===== config.mk =====
export PLATFORM = sky130hd
export DESIGN_NAME = mw_master
export DESIGN_NICKNAME = d
export VERILOG_FILES = /design/src/rtl/mw_pkg.sv /design/src/rtl/mw_clkdiv.sv /design/src/rtl/mw_shift.sv /design/src/rtl/mw_regs.sv /design/src/rtl/mw_master.sv
export SDC_FILE = /design/constraint.sdc
export NUM_CORES = 1
export LEC_CHECK = 0
export BUFFER_PORTS_ARGS = -buffer_cell sky130_fd_sc_hd__buf_2
export CAP_MARGIN = 20
export CORE_UTILIZATION = 45
export CTS_CLUSTER_DIAMETER = 50
export DETAILED_ROUTE_END_ITERATION = 8
export GPL_ROUTABILITY_DRIVEN = 0
export PLACE_DENSITY_LB_ADDON = 0.15
export SYNTH_ARGS = -nofsm -noshare
export SYNTH_HDL_FRONTEND = slang
export SYNTH_SLANG_ARGS = --single-unit

===== constraint.sdc =====
create_clock -name clk -period 10 [get_ports clk]
set_input_delay 2 -clock clk [delete_from_list [all_inputs] [get_ports clk]]
set_output_delay 2 -clock clk [all_outputs]
set_load 0.005 [all_outputs]

===== src/rtl/mw_pkg.sv =====
package mw_pkg;
  localparam int unsigned MW_DW  = 16;
  localparam int unsigned MW_CW  = 5;
  localparam int unsigned MW_NCS = 4;
  localparam int unsigned MW_DIV = 4;

  typedef enum logic [1:0] {
    ST_IDLE = 2'd0,
    ST_TX   = 2'd1,
    ST_RX   = 2'd2
  } mw_state_e;
endpackage


===== src/rtl/mw_clkdiv.sv =====
module mw_clkdiv #(
  parameter int unsigned DIV = 4
) (
  input  logic clk,
  input  logic rst_n,
  input  logic restart_i,
  input  logic busy_i,
  input  logic en_i,
  output logic tick_smp_o,
  output logic tick_end_o,
  output logic phase_hi_o
);
  localparam int unsigned PW   = (DIV > 2) ? $clog2(DIV) : 1;
  localparam int unsigned HALF = DIV / 2;

  logic [PW-1:0] ph_q, ph_d;
  logic          run;

  assign run = busy_i && en_i;

  always_comb begin
    ph_d = ph_q;
    if (restart_i) begin
      ph_d = '0;
    end else if (run) begin
      ph_d = (ph_q == PW'(DIV - 1)) ? '0 : ph_q + 1'b1;
    end
  end

  always_ff @(posedge clk or negedge rst_n) begin
    if (!rst_n) begin
      ph_q <= '0;
    end else begin
      ph_q <= ph_d;
    end
  end

  assign tick_smp_o = run && (ph_q == PW'(HALF - 1));
  assign tick_end_o = run && (ph_q == PW'(DIV - 1));
  assign phase_hi_o = busy_i && (ph_q >= PW'(HALF));


  ph_frozen_chk: assert property (@(posedge clk) disable iff (!rst_n)
    (!en_i && !restart_i) |=> $stable(ph_q));
endmodule


===== src/rtl/mw_shift.sv =====
module mw_shift
  import mw_pkg::*;
#(
  parameter int unsigned DW = 16,
  parameter int unsigned CW = 5
) (
  input  logic          clk,
  input  logic          rst_n,
  input  logic          start_i,
  input  logic [CW-1:0] ld_tx_cnt_i,
  input  logic [CW-1:0] ld_rx_cnt_i,
  input  logic [DW-1:0] tx_data_i,
  input  logic          tick_smp_i,
  input  logic          tick_end_i,
  input  logic          sdi_i,
  input  logic          rd_clear_i,
  output logic          busy_o,
  output logic          rdy_o,
  output logic [DW-1:0] rx_data_o,
  output logic          sdo_o
);
  mw_state_e     state_q, state_d;
  logic [CW-1:0] bits_q, bits_d;
  logic [CW-1:0] rxlen_q, rxlen_d;
  logic [DW-1:0] txsh_q, txsh_d;
  logic [DW-1:0] rxsh_q, rxsh_d;
  logic [DW-1:0] rxdat_q, rxdat_d;
  logic          rdy_q, rdy_d;

  always_comb begin
    state_d = state_q;
    bits_d  = bits_q;
    rxlen_d = rxlen_q;
    txsh_d  = txsh_q;
    rxsh_d  = rxsh_q;
    rxdat_d = rxdat_q;
    rdy_d   = rdy_q;
    if (rd_clear_i) rdy_d = 1'b0;
    if (start_i) begin
      rdy_d   = 1'b0;
      txsh_d  = tx_data_i;
      rxsh_d  = '0;
      rxlen_d = ld_rx_cnt_i;
      if (ld_tx_cnt_i != '0) begin
        state_d = ST_TX;
        bits_d  = ld_tx_cnt_i;
      end else if (ld_rx_cnt_i != '0) begin
        state_d = ST_RX;
        bits_d  = ld_rx_cnt_i;
      end else begin
        state_d = ST_IDLE;
      end
    end else begin
      unique case (state_q)
        ST_TX: begin
          if (tick_end_i) begin
            txsh_d = {txsh_q[DW-2:0], 1'b0};
            if (bits_q == CW'(1)) begin
              if (rxlen_q != '0) begin
                state_d = ST_RX;
                bits_d  = rxlen_q;
              end else begin
                state_d = ST_IDLE;
              end
            end else begin
              bits_d = bits_q - 1'b1;
            end
          end
        end
        ST_RX: begin
          if (tick_smp_i) rxsh_d = {rxsh_q[DW-2:0], sdi_i};
          if (tick_end_i) begin
            if (bits_q == CW'(1)) begin
              state_d = ST_IDLE;
              rdy_d   = 1'b1;
              rxdat_d = rxsh_q;
            end else begin
              bits_d = bits_q - 1'b1;
            end
          end
        end
        default: ;
      endcase
    end
  end

  always_ff @(posedge clk or negedge rst_n) begin
    if (!rst_n) begin
      state_q <= ST_IDLE;
      bits_q  <= '0;
      rxlen_q <= '0;
      txsh_q  <= '0;
      rxsh_q  <= '0;
      rxdat_q <= '0;
      rdy_q   <= 1'b0;
    end else begin
      state_q <= state_d;
      bits_q  <= bits_d;
      rxlen_q <= rxlen_d;
      txsh_q  <= txsh_d;
      rxsh_q  <= rxsh_d;
      rxdat_q <= rxdat_d;
      rdy_q   <= rdy_d;
    end
  end

  assign busy_o    = (state_q != ST_IDLE);
  assign rdy_o     = rdy_q;
  assign rx_data_o = rxdat_q;
  assign sdo_o     = (state_q == ST_TX) && txsh_q[DW-1];


  rdy_at_end_chk: assert property (@(posedge clk) disable iff (!rst_n)
    $rose(rdy_q) |-> $fell(busy_o));


  no_tx_sdo_low_chk: assert property (@(posedge clk) disable iff (!rst_n)
    (start_i && ld_tx_cnt_i == '0) |=> !sdo_o);
endmodule


===== src/rtl/mw_regs.sv =====
module mw_regs #(
  parameter int unsigned DW  = 16,
  parameter int unsigned CW  = 5,
  parameter int unsigned CSW = 2,
  parameter int unsigned AW  = 3
) (
  input  logic           clk,
  input  logic           rst_n,
  input  logic [AW-1:0]  addr_i,
  input  logic           wr_i,
  input  logic           rd_i,
  input  logic [DW-1:0]  wdata_i,
  output logic [DW-1:0]  rdata_o,
  input  logic           busy_i,
  input  logic           rdy_i,
  input  logic [DW-1:0]  rx_data_i,
  output logic [DW-1:0]  tx_data_o,
  output logic [CSW-1:0] cs_idx_o,
  output logic           cs_cmd_o,
  output logic           start_o,
  output logic           rd_clear_o,
  output logic           clk_en_o,
  output logic           clk_inv_o
);
  localparam int unsigned NSETUP  = 5;
  localparam int unsigned SBASE   = 2;
  localparam int unsigned CMD_BIT = 2 * CW + CSW;
  localparam int unsigned GO_BIT  = CMD_BIT + 1;
  localparam int unsigned CSRW    = GO_BIT + 3;

  logic [DW-1:0]  tx_q, tx_d;
  logic [CW-1:0]  rxc_q, rxc_d, txc_q, txc_d;
  logic [CSW-1:0] csi_q, csi_d;
  logic           cmd_q, cmd_d;
  logic [DW-1:0]  setup_q [NSETUP];
  logic [DW-1:0]  setup_d [NSETUP];
  logic           csr_hit, csr_wr;
  logic [CSRW-1:0] csr_word;

  assign csr_hit = wr_i && (addr_i == AW'(1));
  assign csr_wr  = csr_hit && !busy_i;

  always_comb begin
    tx_d  = tx_q;
    rxc_d = rxc_q;
    txc_d = txc_q;
    csi_d = csi_q;
    cmd_d = cmd_q;
    for (int i = 0; i < NSETUP; i++) setup_d[i] = setup_q[i];
    if (wr_i && addr_i == '0) tx_d = wdata_i;
    if (csr_wr) begin
      rxc_d = wdata_i[CW-1:0];
      txc_d = wdata_i[2*CW-1:CW];
      csi_d = wdata_i[CMD_BIT-1:2*CW];
      cmd_d = wdata_i[CMD_BIT];
    end
    for (int i = 0; i < NSETUP; i++) begin
      if (wr_i && addr_i == AW'(i + SBASE)) setup_d[i] = wdata_i;
    end
  end

  always_ff @(posedge clk or negedge rst_n) begin
    if (!rst_n) begin
      tx_q  <= '0;
      rxc_q <= '0;
      txc_q <= '0;
      csi_q <= '0;
      cmd_q <= 1'b0;
      for (int i = 0; i < NSETUP; i++) setup_q[i] <= '0;
    end else begin
      tx_q  <= tx_d;
      rxc_q <= rxc_d;
      txc_q <= txc_d;
      csi_q <= csi_d;
      cmd_q <= cmd_d;
      for (int i = 0; i < NSETUP; i++) setup_q[i] <= setup_d[i];
    end
  end

  assign csr_word = {rdy_i, busy_i, 1'b0, cmd_q, csi_q, txc_q, rxc_q};

  always_comb begin
    rdata_o = '0;
    if (addr_i == '0) rdata_o = rx_data_i;
    if (addr_i == AW'(1)) rdata_o = DW'(csr_word);
    for (int i = 0; i < NSETUP; i++) begin
      if (addr_i == AW'(i + SBASE)) rdata_o = setup_q[i];
    end
  end

  assign tx_data_o  = tx_q;
  assign cs_idx_o   = csi_q;
  assign cs_cmd_o   = cmd_q;
  assign start_o    = csr_wr && wdata_i[GO_BIT];
  assign rd_clear_o = rd_i && (addr_i == '0);
  assign clk_en_o   = setup_q[2][0];
  assign clk_inv_o  = setup_q[3][0];


  start_busy_chk: assert property (@(posedge clk) disable iff (!rst_n)
    start_o && (wdata_i[2*CW-1:0] != '0) |=> busy_i);


  busy_ignore_chk: assert property (@(posedge clk) disable iff (!rst_n)
    (csr_hit && busy_i) |=> ($stable(csi_q) && $stable(cmd_q) && $stable(txc_q) && busy_i));


  rd_clear_chk: assert property (@(posedge clk) disable iff (!rst_n)
    (rd_clear_o && !busy_i) |=> !rdy_i);
endmodule


===== src/rtl/mw_master.sv =====
module mw_master
  import mw_pkg::*;
#(
  parameter int unsigned DW  = MW_DW,
  parameter int unsigned CW  = MW_CW,
  parameter int unsigned NCS = MW_NCS,
  parameter int unsigned DIV = MW_DIV
) (
  input  logic           clk,
  input  logic           rst_n,
  input  logic [2:0]     reg_addr,
  input  logic           reg_wr,
  input  logic           reg_rd,
  input  logic [DW-1:0]  reg_wdata,
  output logic [DW-1:0]  reg_rdata,
  output logic           sclk,
  output logic           sdo,
  input  logic           sdi,
  output logic [NCS-1:0] cs_n
);
  localparam int unsigned CSW = (NCS > 1) ? $clog2(NCS) : 1;

  logic           rst_m, rst_s;
  logic           busy, rdy, start, rd_clear, clk_en, clk_inv;
  logic           tick_smp, tick_end, phase_hi;
  logic [DW-1:0]  tx_data, rx_data;
  logic [CSW-1:0] cs_idx;
  logic           cs_cmd;

  always_ff @(posedge clk or negedge rst_n) begin
    if (!rst_n) begin
      rst_m <= 1'b0;
      rst_s <= 1'b0;
    end else begin
      rst_m <= 1'b1;
      rst_s <= rst_m;
    end
  end

  mw_regs #(.DW(DW), .CW(CW), .CSW(CSW), .AW(3)) u_regs (
    .clk(clk), .rst_n(rst_s),
    .addr_i(reg_addr), .wr_i(reg_wr), .rd_i(reg_rd),
    .wdata_i(reg_wdata), .rdata_o(reg_rdata),
    .busy_i(busy), .rdy_i(rdy), .rx_data_i(rx_data),
    .tx_data_o(tx_data), .cs_idx_o(cs_idx), .cs_cmd_o(cs_cmd),
    .start_o(start), .rd_clear_o(rd_clear),
    .clk_en_o(clk_en), .clk_inv_o(clk_inv)
  );

  mw_clkdiv #(.DIV(DIV)) u_div (
    .clk(clk), .rst_n(rst_s),
    .restart_i(start), .busy_i(busy), .en_i(clk_en),
    .tick_smp_o(tick_smp), .tick_end_o(tick_end), .phase_hi_o(phase_hi)
  );

  mw_shift #(.DW(DW), .CW(CW)) u_shift (
    .clk(clk), .rst_n(rst_s),
    .start_i(start),
    .ld_tx_cnt_i(reg_wdata[2*CW-1:CW]),
    .ld_rx_cnt_i(reg_wdata[CW-1:0]),
    .tx_data_i(tx_data),
    .tick_smp_i(tick_smp), .tick_end_i(tick_end),
    .sdi_i(sdi), .rd_clear_i(rd_clear),
    .busy_o(busy), .rdy_o(rdy), .rx_data_o(rx_data), .sdo_o(sdo)
  );

  assign sclk = clk_inv ^ phase_hi;

  for (genvar g = 0; g < NCS; g++) begin : g_cs
    assign cs_n[g] = !(cs_cmd && (cs_idx == CSW'(g)));
  end


  cs_single_chk: assert property (@(posedge clk) disable iff (!rst_s)
    $onehot0(~cs_n));


  sclk_idle_chk: assert property (@(posedge clk) disable iff (!rst_s)
    !busy |-> (sclk == clk_inv));
endmodule


# Word level (Yosys, flattened, before mapping)
# Index checks and enable logic that the tools add are counted.
[totals]
mem_bits_rw = 0
register_bits = 174
elab_cells = 126
romBits = 0
latchBits = 0
memories = 0
[classes]
shifts = 0
div_mod_pow = 0
n_addsub = 2
eq_ne = 21
multipliers = 0
reduce_logical = 41
n_bitwise = 2
n_mux = 39
order_cmp = 1
[ops]
columns = ["cell", "n"]
rows = [
  ["$mux 16", 13],
  ["$mux 5", 8],
  ["$mux 2", 11],
  ["$logic_and 1x1->1", 19],
  ["$reduce_bool 5->1", 3],
  ["$reduce_bool 2->1", 6],
  ["$pmux 5 s2", 1],
  ["$eq 3x3->1 const B", 3],
  ["$ne 3x3->1 const B", 3],
  ["$eq 2x2->1 const B", 4],
  ["$eq 2x1->1 const B", 3],
  ["$eq 3x2->1 const B", 2],
  ["$ne 3x2->1 const B", 2],
  ["$reduce_and 6->1", 1],
  ["$eq 5x1->1 const B", 1],
  ["$logic_not 1->1", 5],
  ["$mux 1", 5],
  ["$reduce_and 5->1", 1],
  ["$sub 5x1->5 const B", 1],
  ["$ne 4x3->1 const B", 1],
  ["$pmux 2 s2", 1],
  ["$reduce_and 2->1", 2],
  ["$reduce_and 4->1", 1],
  ["$eq 3x1->1 const B", 1],
  ["other kinds (8)", 8],
]

# Longest topological paths before layout
[logic_depth]
word_depth = 8
mapped_depth = 8

# Hierarchy
# From an unflattened synthesis, not the netlist that was laid out.
[hier_totals]
cells_unflattened = 631
hier_area_um2 = 8151.6
[modules_own_cells]
columns = ["module", "cells_each", "area_per_inst_um2", "n_inst"]
rows = [
  ["mw_regs", 346, 5084.9, 1],
  ["mw_shift", 264, 2834.0, 1],
  ["mw_clkdiv", 13, 141.4, 1],
  ["mw_master", 8, 91.3, 1],
]

# Least setup slack after synthesis
# No wires, ideal clock.
[synth_path]
kind = "input -> output"
startpoint = "in reg_addr[1]"
endpoint = "out reg_rdata[10]"
arrival_ps = 3027
t_required_ps = 8000
slack_ps = 4973
cell_stages = 5
path_cell_list = "buf_4 -> clkbuf_1 -> mux2_2 -> a22oi_1 -> o221ai_1"
[synth_between]
elab_chain_len = 8
word_cells_on_any_way = 14
cone_classes = "6 x eq/ne; 7 x mux; 1 x reduce/logical"
[synth_lines]
columns = ["element", "line_no", "text"]
rows = [
  ["from (decl)", "mw_master.sv:11", "input logic [2:0] reg_addr,"],
  ["$logic_not 3->1", "mw_regs.sv:84", "if (addr_i == '0) rdata_o = rx_data_i;"],
  ["$mux 16", "mw_regs.sv:84", ""],
  ["$mux 16", "mw_regs.sv:85", "if (addr_i == AW'(1)) rdata_o = DW'(csr_word);"],
  ["$mux 16 (4 in series)", "mw_regs.sv:87", "if (addr_i == AW'(i + SBASE)) rdata_o = setup_q[i];"],
  ["$mux 16 *", "mw_regs.sv:87", ""],
  ["to (decl)", "mw_master.sv:15", "output logic [DW-1:0] reg_rdata,"],
]
# Every way passes the cells marked *; elsewhere a longest branch is shown, timed or not.

# Final worst setup path
[layout_path]
startpoint = "in reg_addr[2]"
endpoint = "out reg_rdata[7]"
# The elaborated chain is that of the path after synthesis.

==> impl_results.md <==
- Run status: complete, no violations
- Worst reg2reg startpoint: u_shift.state_q[0]$_DFFE_PN0P_
- Dominant combinational cell family by area after synthesis: multiplexers
- Final routed wirelength across all metal layers: 19800 µm
- Post-synthesis mux area share: 22.6%
- P&R area growth vs syn: 12.6%
- Required time at the worst-slack endpoint: 8.00 ns
- Unrepaired setup endpoints after global routing: false
- Flip-flop and latch area: 0.00436 mm²
- Post-synthesis net count: 685
- Count of hold buffers inserted by post-cts repair: 0
- Area after DPL: 0.00839 mm²
- Simple-Gate Fraction of Synth Area: 8.26%
- Ys async rst share: 100%
- Number of instances in the synthesized netlist: 656
- Layout net count: 714
- Largest net degree at the start of global routing: 81
- DRT Pass-1 Iters: 5
- Number of global-route vias before repair: 5561
- Std cell rows: 48
- Synthesized-area fraction occupied by adder cells: 0.777%
- Highest ir drop seen on vdd: 0.000127 V
- Commonest cells after routing, fill and taps aside: sky130_fd_sc_hd__dfrtp_1, sky130_fd_sc_hd__mux2_2, sky130_fd_sc_hd__nand2_1, sky130_fd_sc_hd__buf_2, sky130_fd_sc_hd__a22oi_1
- Vias post-DR: 5398
- Relative slew margins: 36.6%
- CTS sink cnt: 174
- Total die area: 0.0184 mm²
- Synthesized-area fraction occupied by ao, oa, aoi and oai cells: 10.4%
- Worst setup slack after placement: 3.51 ns
- Deepest clock path buffer count: 2
- Final setup skew: 0.00902 ns
- Setup bufs post-CTS: 0
- Warnings, synthesis: 0
- Max-cap check violation count: 0
- Most instantiated flip-flop cell in the synthesis netlist: sky130_fd_sc_hd__dfrtp_1
- Crit. Startpoint: reg_addr[2]
- WL per Instance: 21.5 µm
- Post-detailed-route via-to-cell ratio: 5.85
- Achievable Freq: 153 MHz
- Cell area power density: 240 mW/mm²
- Type of the setup path with the least slack: in2out
- Number of fill cells: 1549
- Maximum net fanout on the critical path: 30
- Initial standard-cell utilization of the core: 46.2%
- H-tree lvl count: 4
- Detailed-route DRC error count: 0
- Share of the clock period used by the worst path: 65.4%
- Wire length of the first global-routing pass: 31400 µm
- Number of cells on the worst reg-to-reg path: 5
- Vertical extent of the die: 136 µm
- Critical path capture point type: output pin
- Final critical delay including setup and external delays: 6.54 ns
- Synthesized flop and latch total: 174
- Number of gates resized after cts: 0
- Leakage power total: 4.18 nW
- Final hold vios: 0
- Number of flops mapped to enable cells by yosys: 0
- Sequential share of the synthesized area: 54.1%
- Core utilization of the finished layout: 52.1%
- Synth Area per Inst: 12.3 µm²
- Top post-synthesis cells by area: sky130_fd_sc_hd__dfrtp_1, sky130_fd_sc_hd__mux2_2, sky130_fd_sc_hd__mux2i_1
- Netlist area before placement: 0.00805 mm²
- Number of distinct standard cells referenced by the synthesized netlist: 56
- Total GRT Usage: 23.2%
- Clock tree from TritonCTS: yes
- Worst r2r dst: u_shift.bits_q[3]$_DFFE_PN0P_
- R2R Setup Slk: 7.24 ns
- Root buffer cell: sky130_fd_sc_hd__clkbuf_16
- Initial DRC count: 310
- Max-slew violation count: 0
- Final Setup Violations: 0
- Overflow left after global routing: 0
- Startpoint class of the critical path: input pin
- Antenna violations before repair: 0
- Area of all placed cells without fillers: 0.00907 mm²
- Clock input transition at the sequential cells of the worst setup and hold paths: 0.06 ns
- Critical path endpoint: reg_rdata[7]
- Number of diodes added for antenna fixing: 0
- Chip Width: 136 µm
- Post-Synth XOR/XNOR Area: 0.435%
- Smallest setup slack after layout: 3.46 ns
- Top-level port count: 46
- Ratio of cells with drive above 1 in the final layout: 33.0%
- Setup TNS Final: 0 ns
- Arrival time worst endpoint: 4.54 ns
- Area of combinational cells with multiple inputs: 0.00343 mm²
- Leading cell type in the layout, fill and taps excluded: sky130_fd_sc_hd__dfrtp_1
- Worst slack on hold paths: 0.298 ns
- Routed Antenna Nets: 0
- Top cell type by total area after synthesis: sky130_fd_sc_hd__dfrtp_1
- Core Area: 0.0174 mm²
- Port-buffer cells: 45
- Clock network latency to the later pin of the worst-skew pair: 0.43 ns
- Clock buffer count from CTS: 17
- Share of the synthesized area in the top cell type: 54.1%
- Class of the tightest hold or removal check: reg2async
- Detailed placement HPWL: 13000 µm
- Actual transition at the worst max-transition pin: 0.952 ns
## final cells by class
| cell class | instances | share of cell area (%) |
|---|---|---|
| sequential | 174 | 48.1 |
| multi-input combinational | 427 | 37.8 |
| clock buffer | 23 | 5.49 |
| timing repair buffer | 55 | 3.62 |
| tap | 225 | 3.11 |
| clock inverter | 9 | 1.46 |
| inverter | 10 | 0.414 |
## worst min-delay path by stage
stage                                                   to  slack, ns  cells past startpoint
after global routing      u_regs.tx_data_o[12]$_DFFE_PN0P_       0.36                      0
after floorplan                            rst_s$_DFF_PN0_       0.33                      0
final                     u_regs.tx_data_o[12]$_DFFE_PN0P_       0.30                      0
after global placement    u_regs.tx_data_o[12]$_DFFE_PN0P_       0.31                      0
after CTS                 u_regs.tx_data_o[12]$_DFFE_PN0P_       0.32                      0
after detailed placement  u_regs.tx_data_o[12]$_DFFE_PN0P_       0.32                      0
## worst max-delay path, cell delays in order
cell and delay (ns):
sky130_fd_sc_hd__buf_2 0.54, sky130_fd_sc_hd__nor2b_2 0.81, sky130_fd_sc_hd__and2_1 0.73, sky130_fd_sc_hd__a22oi_1 0.15, sky130_fd_sc_hd__o221ai_1 0.13, sky130_fd_sc_hd__buf_2 0.16
## per-layer routing
| metal | global-route usage (%) | vias to the layer above | wire length [µm] |
|---|---|---|---|
| met5 | 0 | - | 0 |
| met4 | 9.55 | 0 | 439 |
| met3 | 5.39 | 26 | 914 |
| met2 | 36.8 | 137 | 9750 |
| met1 | 30.5 | 2808 | 8730 |
| li1 | - | 2427 | - |
## sequential cells by signal, indices dropped and copies added (netlist names), 5 cells and up
name               cells
u_regs.setup_q        78
u_regs.tx_data_o      16
u_shift.rx_data_o     16
u_shift.rxsh_q        16
u_shift.txsh_q        16
u_regs.rxc_q           5
u_regs.txc_q           5
u_shift.bits_q         5
u_shift.rxlen_q        5
## per-stage QoR
| stage | power (mW) | cells |
|---|---|---|
| after global routing | 2.29 | 923 |
| after CTS | 2.19 | 921 |
| after global placement | 1.46 | 889 |
| final | 2.17 | 923 |
| after floorplan | 1.34 | 656 |
| after detailed placement | 1.49 | 889 |
## cells in the mapped netlist (all sizes together) (2+ instances only)
library cell	count
buf	27
clkbuf	18
nor2	33
nand3	5
nor2b	6
xnor2	2
mux2i	37
nand2	51
ha	5
o221ai	13
nor4	3
nand3b	3
a211oi	2
dfrtp	174
o211ai	2
nor3	7
a311oi	4
o21ai	39
nor3b	3
nand2b	2
mux2	129
and2	2
and3	2
inv	10
a22o	2
or4	2
a22oi	40
a21oi	17
xor2	2
## report_power, final
group          switching [mW]  internal, mW  total, mW
Clock                   0.271         0.427      0.697
Combinational           0.221         0.233      0.454
Sequential              0.135         0.887       1.02
## cell families after synthesis
family                     after synthesis
DFF                                    174
muxes                                  166
and+or+nand+nor                        127
AOI/OAI and AO/OA                      124
buffers and inverters                   55
adders and majority gates                5
xor gates and xnor gates                 4
other                                    1
Note: power is estimated with default switching activity, not from simulation.
